## src/rtl/refclk_pkg.sv

```systemverilog
package refclk_pkg;
    localparam int REG_W   = 16;
    localparam int CODE_W  = 4;
    localparam int CNT_W   = (1 << CODE_W) - 1;
    localparam int EN_BIT  = 15;
    localparam int SLP_BIT = 13;
    localparam int SRC_BIT = 12;
    localparam int DIV_LSB = 8;

    typedef struct packed {
        logic              en;
        logic              run_slp;
        logic              src_pri;
        logic [CODE_W-1:0] code;
    } cfg_t;

    function automatic logic [REG_W-1:0] cfg_pack(input cfg_t c);
        logic [REG_W-1:0] r;
        r = '0;
        r[EN_BIT]                    = c.en;
        r[SLP_BIT]                   = c.run_slp;
        r[SRC_BIT]                   = c.src_pri;
        r[DIV_LSB +: CODE_W]         = c.code;
        return r;
    endfunction

    // terminal count for a code: 2^code - 1 (wraps to all ones for the top code)
    function automatic logic [CNT_W-1:0] div_limit(input logic [CODE_W-1:0] c);
        logic [CNT_W-1:0] one;
        one = 1;
        return (one << c) - one;
    endfunction
endpackage

```

## src/rtl/refclk_regs.sv

```systemverilog
module refclk_regs
    import refclk_pkg::*;
(
    input  logic             clk,
    input  logic             rst,
    input  logic             cfg_wr,
    input  logic [REG_W-1:0] cfg_wdata,
    output logic [REG_W-1:0] cfg_rdata,
    output cfg_t             reg_cfg
);
    cfg_t ctrl_q;
    logic unused_wbits;

    assign unused_wbits = ^{cfg_wdata[14], cfg_wdata[DIV_LSB-1:0]};

    always_ff @(posedge clk) begin
        if (rst) begin
            ctrl_q <= '0;
        end else if (cfg_wr) begin
            ctrl_q.en      <= cfg_wdata[EN_BIT];
            ctrl_q.run_slp <= cfg_wdata[SLP_BIT];
            ctrl_q.src_pri <= cfg_wdata[SRC_BIT];
            ctrl_q.code    <= cfg_wdata[DIV_LSB +: CODE_W];
        end
    end

    assign reg_cfg   = ctrl_q;
    assign cfg_rdata = cfg_pack(ctrl_q);
endmodule

```

## src/rtl/refclk_stage.sv

```systemverilog
module refclk_stage
    import refclk_pkg::*;
(
    input  logic clk,
    input  logic rst,
    input  cfg_t reg_cfg,
    input  logic out_lvl,
    input  logic sleep_in,
    input  logic pri_tick,
    input  logic sys_tick,
    output cfg_t act_cfg,
    output logic tick_sel,
    output logic hold
);
    cfg_t act_q;
    logic slp_q;
    logic slp_ok;

    always_ff @(posedge clk) begin
        if (rst) begin
            act_q <= '0;
            slp_q <= 1'b0;
        end else begin
            slp_q <= sleep_in;
            if (!out_lvl) begin
                act_q <= reg_cfg;
            end
        end
    end

    assign slp_ok   = act_q.run_slp & act_q.src_pri;
    assign tick_sel = act_q.src_pri ? pri_tick : sys_tick;
    assign hold     = !act_q.en || (slp_q && !slp_ok);
    assign act_cfg  = act_q;
endmodule

```

## src/rtl/refclk_div.sv

```systemverilog
module refclk_div
    import refclk_pkg::*;
(
    input  logic              clk,
    input  logic              rst,
    input  logic              tick,
    input  logic              hold,
    input  logic [CODE_W-1:0] code,
    output logic              out_lvl
);
    localparam logic [CNT_W-1:0] CNT_ONE = 1;

    logic [CNT_W-1:0] cnt_q;
    logic [CNT_W-1:0] lim;
    logic             out_q;

    assign lim = div_limit(code);

    always_ff @(posedge clk) begin
        if (rst) begin
            cnt_q <= '0;
            out_q <= 1'b0;
        end else if (!out_q && hold) begin
            cnt_q <= '0;
        end else if (tick) begin
            if (cnt_q >= lim) begin
                cnt_q <= '0;
                out_q <= !out_q;
            end else begin
                cnt_q <= cnt_q + CNT_ONE;
            end
        end
    end

    assign out_lvl = out_q;
endmodule

```

## src/rtl/refclk_out.sv

```systemverilog
module refclk_out
    import refclk_pkg::*;
(
    input  logic        clk,
    input  logic        rst,
    input  logic        cfg_wr,
    input  logic [15:0] cfg_wdata,
    output logic [15:0] cfg_rdata,
    input  logic        pri_tick,
    input  logic        sys_tick,
    input  logic        sleep_in,
    output logic        ref_out
);
    cfg_t reg_cfg;
    cfg_t act_cfg;
    logic tick_sel;
    logic hold;

    refclk_regs u_regs (
        .clk       (clk),
        .rst       (rst),
        .cfg_wr    (cfg_wr),
        .cfg_wdata (cfg_wdata),
        .cfg_rdata (cfg_rdata),
        .reg_cfg   (reg_cfg)
    );

    refclk_stage u_stage (
        .clk      (clk),
        .rst      (rst),
        .reg_cfg  (reg_cfg),
        .out_lvl  (ref_out),
        .sleep_in (sleep_in),
        .pri_tick (pri_tick),
        .sys_tick (sys_tick),
        .act_cfg  (act_cfg),
        .tick_sel (tick_sel),
        .hold     (hold)
    );

    refclk_div u_div (
        .clk     (clk),
        .rst     (rst),
        .tick    (tick_sel),
        .hold    (hold),
        .code    (act_cfg.code),
        .out_lvl (ref_out)
    );
endmodule

```

## config.mk

```make
export PLATFORM = sky130hd
export DESIGN_NAME = refclk_out
export DESIGN_NICKNAME = d
export VERILOG_FILES = /design/src/rtl/refclk_pkg.sv /design/src/rtl/refclk_regs.sv /design/src/rtl/refclk_stage.sv /design/src/rtl/refclk_div.sv /design/src/rtl/refclk_out.sv
export SDC_FILE = /design/constraint.sdc
export NUM_CORES = 1
export LEC_CHECK = 0
export ABC_CLOCK_PERIOD_IN_PS = 8200
export BUFFER_PORTS_ARGS = -buffer_cell sky130_fd_sc_hd__buf_2
export CAP_MARGIN = 15
export CELL_PAD_IN_SITES_DETAIL_PLACEMENT = 0
export CELL_PAD_IN_SITES_GLOBAL_PLACEMENT = 2
export CORE_MARGIN = 1
export CORE_UTILIZATION = 35
export CTS_CLUSTER_DIAMETER = 50
export DETAILED_ROUTE_END_ITERATION = 8
export GPL_ROUTABILITY_DRIVEN = 0
export PLACE_DENSITY_LB_ADDON = 0.08
export SLEW_MARGIN = 20
export SYNTH_ARGS = -nofsm -noshare
export SYNTH_HDL_FRONTEND = slang
export SYNTH_HIERARCHICAL = 1
export SYNTH_SLANG_ARGS = --single-unit
```

## constraint.sdc

```tcl
create_clock -name clk -period 8.2 [get_ports clk]
set_clock_uncertainty 0.15 [all_clocks]
set_input_delay 0.41 -clock clk [delete_from_list [all_inputs] [get_ports clk]]
set_output_delay 0.41 -clock clk [all_outputs]
set_load 0.01 [all_outputs]
```

==> out/results.ini <==
[outcome]
outcome = finished, final reports clean

[yosys]
async_reset_ff_frac = 0
yosysUniqueCellTypes = 38
synthesis.area_mm2 = 0.001908
ys_seq_area_frac = 0.3252
synth_edf_count = 0
synth_area_leaders = dfxtp_1, ha_1, mux2i_1
synth_warnings = 6
synth_area_per_cell_um2 = 8.713
ys.flop_type = dfxtp_1
synth.most_common_cell = dfxtp_1
synth_common_cells = dfxtp_1, nor2_1, ha_1, buf_4, nand2_1
synth_cells = 219
ys_ff_latch = 31
synth.largest_area_cell = dfxtp_1
yosys.area.top_type_share = 0.3252

[clock_tree]
cts_max_path_buffers = 2
cts_tree = built
clkLatencyLatePin_ns = 0.28
cts_buffers = 5
clock-sinks = 31
root_buffer = clkbuf_8
clkTransAtPathRegs_ns = 0.06
cts_setup_buffers = 0
ctsHoldBuffers = 0
htree_levels = 2
cts_resized = 0

[critical_path]
max_stage_delay_ns = 0.62
start_kind = flip-flop
worst_r2r_endpoint = u_div/cnt_q[11]
crit_fanout = 12
reg2reg_from = u_stage/act_cfg[1]
worstPathRequired_ns = 8.19
cp-end-kind = flip-flop
worstPathCellList = or2_2 > or3_1 > ha_1 > nor3_1 > a21o_1 > a32oi_1 > ha_1 > nand2_1 > o21a_1 > o21ai_1 > a211oi_4 > o21bai_2 > nor2_1
critPathKind = flip-flop to flip-flop
worst_path_most_repeated_cell = ha_1
reg2reg_depth = 13
rrSetupSlack_ns = 4.38
arrival_ns = 3.81
worst_path_max_delay_cell = o21bai_2

[timing]
finalSetupViolCount = 0
tns_ns = 0
rsz0062_at_grt = false
max_slew.worst_pin.slew_ns = 0.7604
clock.fmax_mhz = 262.0
min_period_ns = 3.817
fin_crit_sh = 0.4655
drv_slew = 0
slew_headroom = 0.4927
finalHoldViolCount = 0

[min_path]
worstHoldPathCells = 2
min_from = sleep_in
min_to = u_stage/slp_q
hold_path.class = input pin to flip-flop

[floorplanning]
initial_core_util = 0.3689
dieArea_mm2 = 0.005751
rows = 26
ios = 39
core_mm2 = 0.005172
die_x_um = 75.84
die-height_um = 75.84

[place]
place_area_mm2 = 0.001952
place_inst = 293
hpwl_um = 2870
portBuffers = 20

[routing]
post-route-drc-count = 0
routedWlPerCell_um = 12.22
drt-total-wl_um = 3679
vias = 1440
drtIter0Drc = 67
antenna_left = 0
viasPerCell = 4.784
firstDrtPassIters = 6

[final_layout]
syn2layout_area_growth_pct = 7.541
finish.utilization = 0.3967
nNetsFinal = 269
final_cells = 301
final_cell_area_mm2 = 0.002052
antenna_cells = 0
drive_gt1_frac = 0.1818

[grt]
grt_max_degree = 17
track_usage = 0.1400
antenna_found_initial = 0
grt_overflow = 0
grt_pass1_wl_um = 5878
grt_pass1_vias = 1273

[pwr]
p_switching_mw = 0.08290
pwr_density_cell_mw_per_mm2 = 161.6
p_int_mw = 0.2487
power_frac_seq = 0.478
p_comb_frac = 0.125
p_clk_frac = 0.396
sw_frac_of_total = 0.2500
ir_drop_mv = 0.06707
p_leak_nw = 0.8132

[job]
maxCapViolCount = 0

-- per-layer routing --
layer,vias to the layer above,global-route usage,wire length (um)
met3,7,0.03704,115
met4,0,0.07407,73
li1,754,-,-
met2,23,0.2094,1694
met5,-,0,0
met1,656,0.1838,1795
-- logic make-up (layout without fill, tap and decap cells) --
logic type               after synthesis  count (layout)  synth area share
adder cells (fa/ha/maj)               17              17            0.1115
XOR/XNOR                              13              13           0.05967
AO/OA/AOI/OAI                         33              33            0.1154
buffers and inverters                 30              34            0.1029
other                                  1               9          0.001965
AND/OR/NAND/NOR                       79              79            0.2039
multiplexers                          15              15           0.07934
flip-flops                            31              31            0.3252
-- critical path, delay by kind of cell, from the launching register on --
kind                       cells  cell delay [ns]
adders and majority gates      2             0.67
and+or+nand+nor                5             1.11
DFF                            1             0.40
AOI/OAI and AO/OA              6             1.32
-- sequential cells by signal (all words and copies together) (netlist names) --
name,count
u_regs/cfg_rdata,7
u_div/cnt_q,15
u_stage/slp_q,1
u_div/out_lvl,1
u_stage/act_cfg,7
-- worst max path at each step --
stage	from	endpoint	slack (ns)	cells after the start
floorplan	u_stage/act_cfg[1]	u_div/cnt_q[4]	4.85	16
global route	u_stage/act_cfg[1]	u_div/cnt_q[11]	4.17	13
detailed placement	u_stage/act_cfg[1]	u_div/cnt_q[11]	4.37	13
CTS	u_stage/act_cfg[1]	u_div/cnt_q[11]	4.39	13
finish	u_stage/act_cfg[1]	u_div/cnt_q[11]	4.38	13
global placement	u_stage/act_cfg[1]	u_div/cnt_q[10]	4.44	13
-- cell usage in the layout (no fill, tap or decap) --
| cell | instances |
|---|---|
| o21a_1 | 1 |
| dfxtp_1 | 31 |
| or2_2 | 1 |
| nand2b_1 | 1 |
| a211oi_4 | 1 |
| buf_2 | 20 |
| o31a_1 | 1 |
| or3_1 | 3 |
| a21bo_2 | 1 |
| nand3_1 | 9 |
| nor2b_1 | 1 |
| nand2_1 | 15 |
| a2bb2oi_1 | 1 |
| a21o_1 | 5 |
| o21ai_1 | 1 |
| xor2_1 | 8 |
| conb_1 | 9 |
| nor2_2 | 9 |
| mux2_2 | 1 |
| o21bai_2 | 1 |
| clkbuf_8 | 7 |
| nand4b_1 | 1 |
| a21oi_1 | 12 |
| a32oi_1 | 1 |
| inv_1 | 6 |
| a31oi_1 | 2 |
| nor2_4 | 1 |
| nand3b_1 | 1 |
| and4_1 | 1 |
| clkbuf_1 | 1 |
| ha_1 | 17 |
| nand4_1 | 7 |
| xnor2_1 | 5 |
| nor2_1 | 25 |
| mux2i_1 | 14 |
| o21ai_0 | 6 |
| nor3_1 | 4 |
-- metrics by stage --
stage          total power, mW  hold WS, ns  setup WS, ns
2_1_floorplan           0.1984       0.3114         4.854
3_3_place_gp            0.2021       0.3328         4.439
3_5_place_dp            0.2038       0.3463         4.369
4_1_cts                 0.3366       0.2013         4.388
5_1_grt                 0.3502       0.2101         4.173
6_report                0.3316       0.2114         4.383
-- area by class of cell --
cell class                      count  area, um^2
Fill cell                         530        3120
Sequential cell                    31       620.6
Clock buffer                        8       100.1
Inverter                            6       22.52
Timing Repair Buffer               20       100.1
Multi-Input combinational cell    166        1121
Tap cell                           70       87.58
-- power groups by stage --
stage	Sequential, mW	Clock, mW	Combinational (mW)
after global placement	0.162	0	0.0401
after floorplan	0.161	0	0.0373
final	0.159	0.131	0.0416
after CTS	0.159	0.136	0.0417
after detailed placement	0.162	0	0.0417
after global routing	0.159	0.145	0.0463
(Power assumes the default switching activity.)
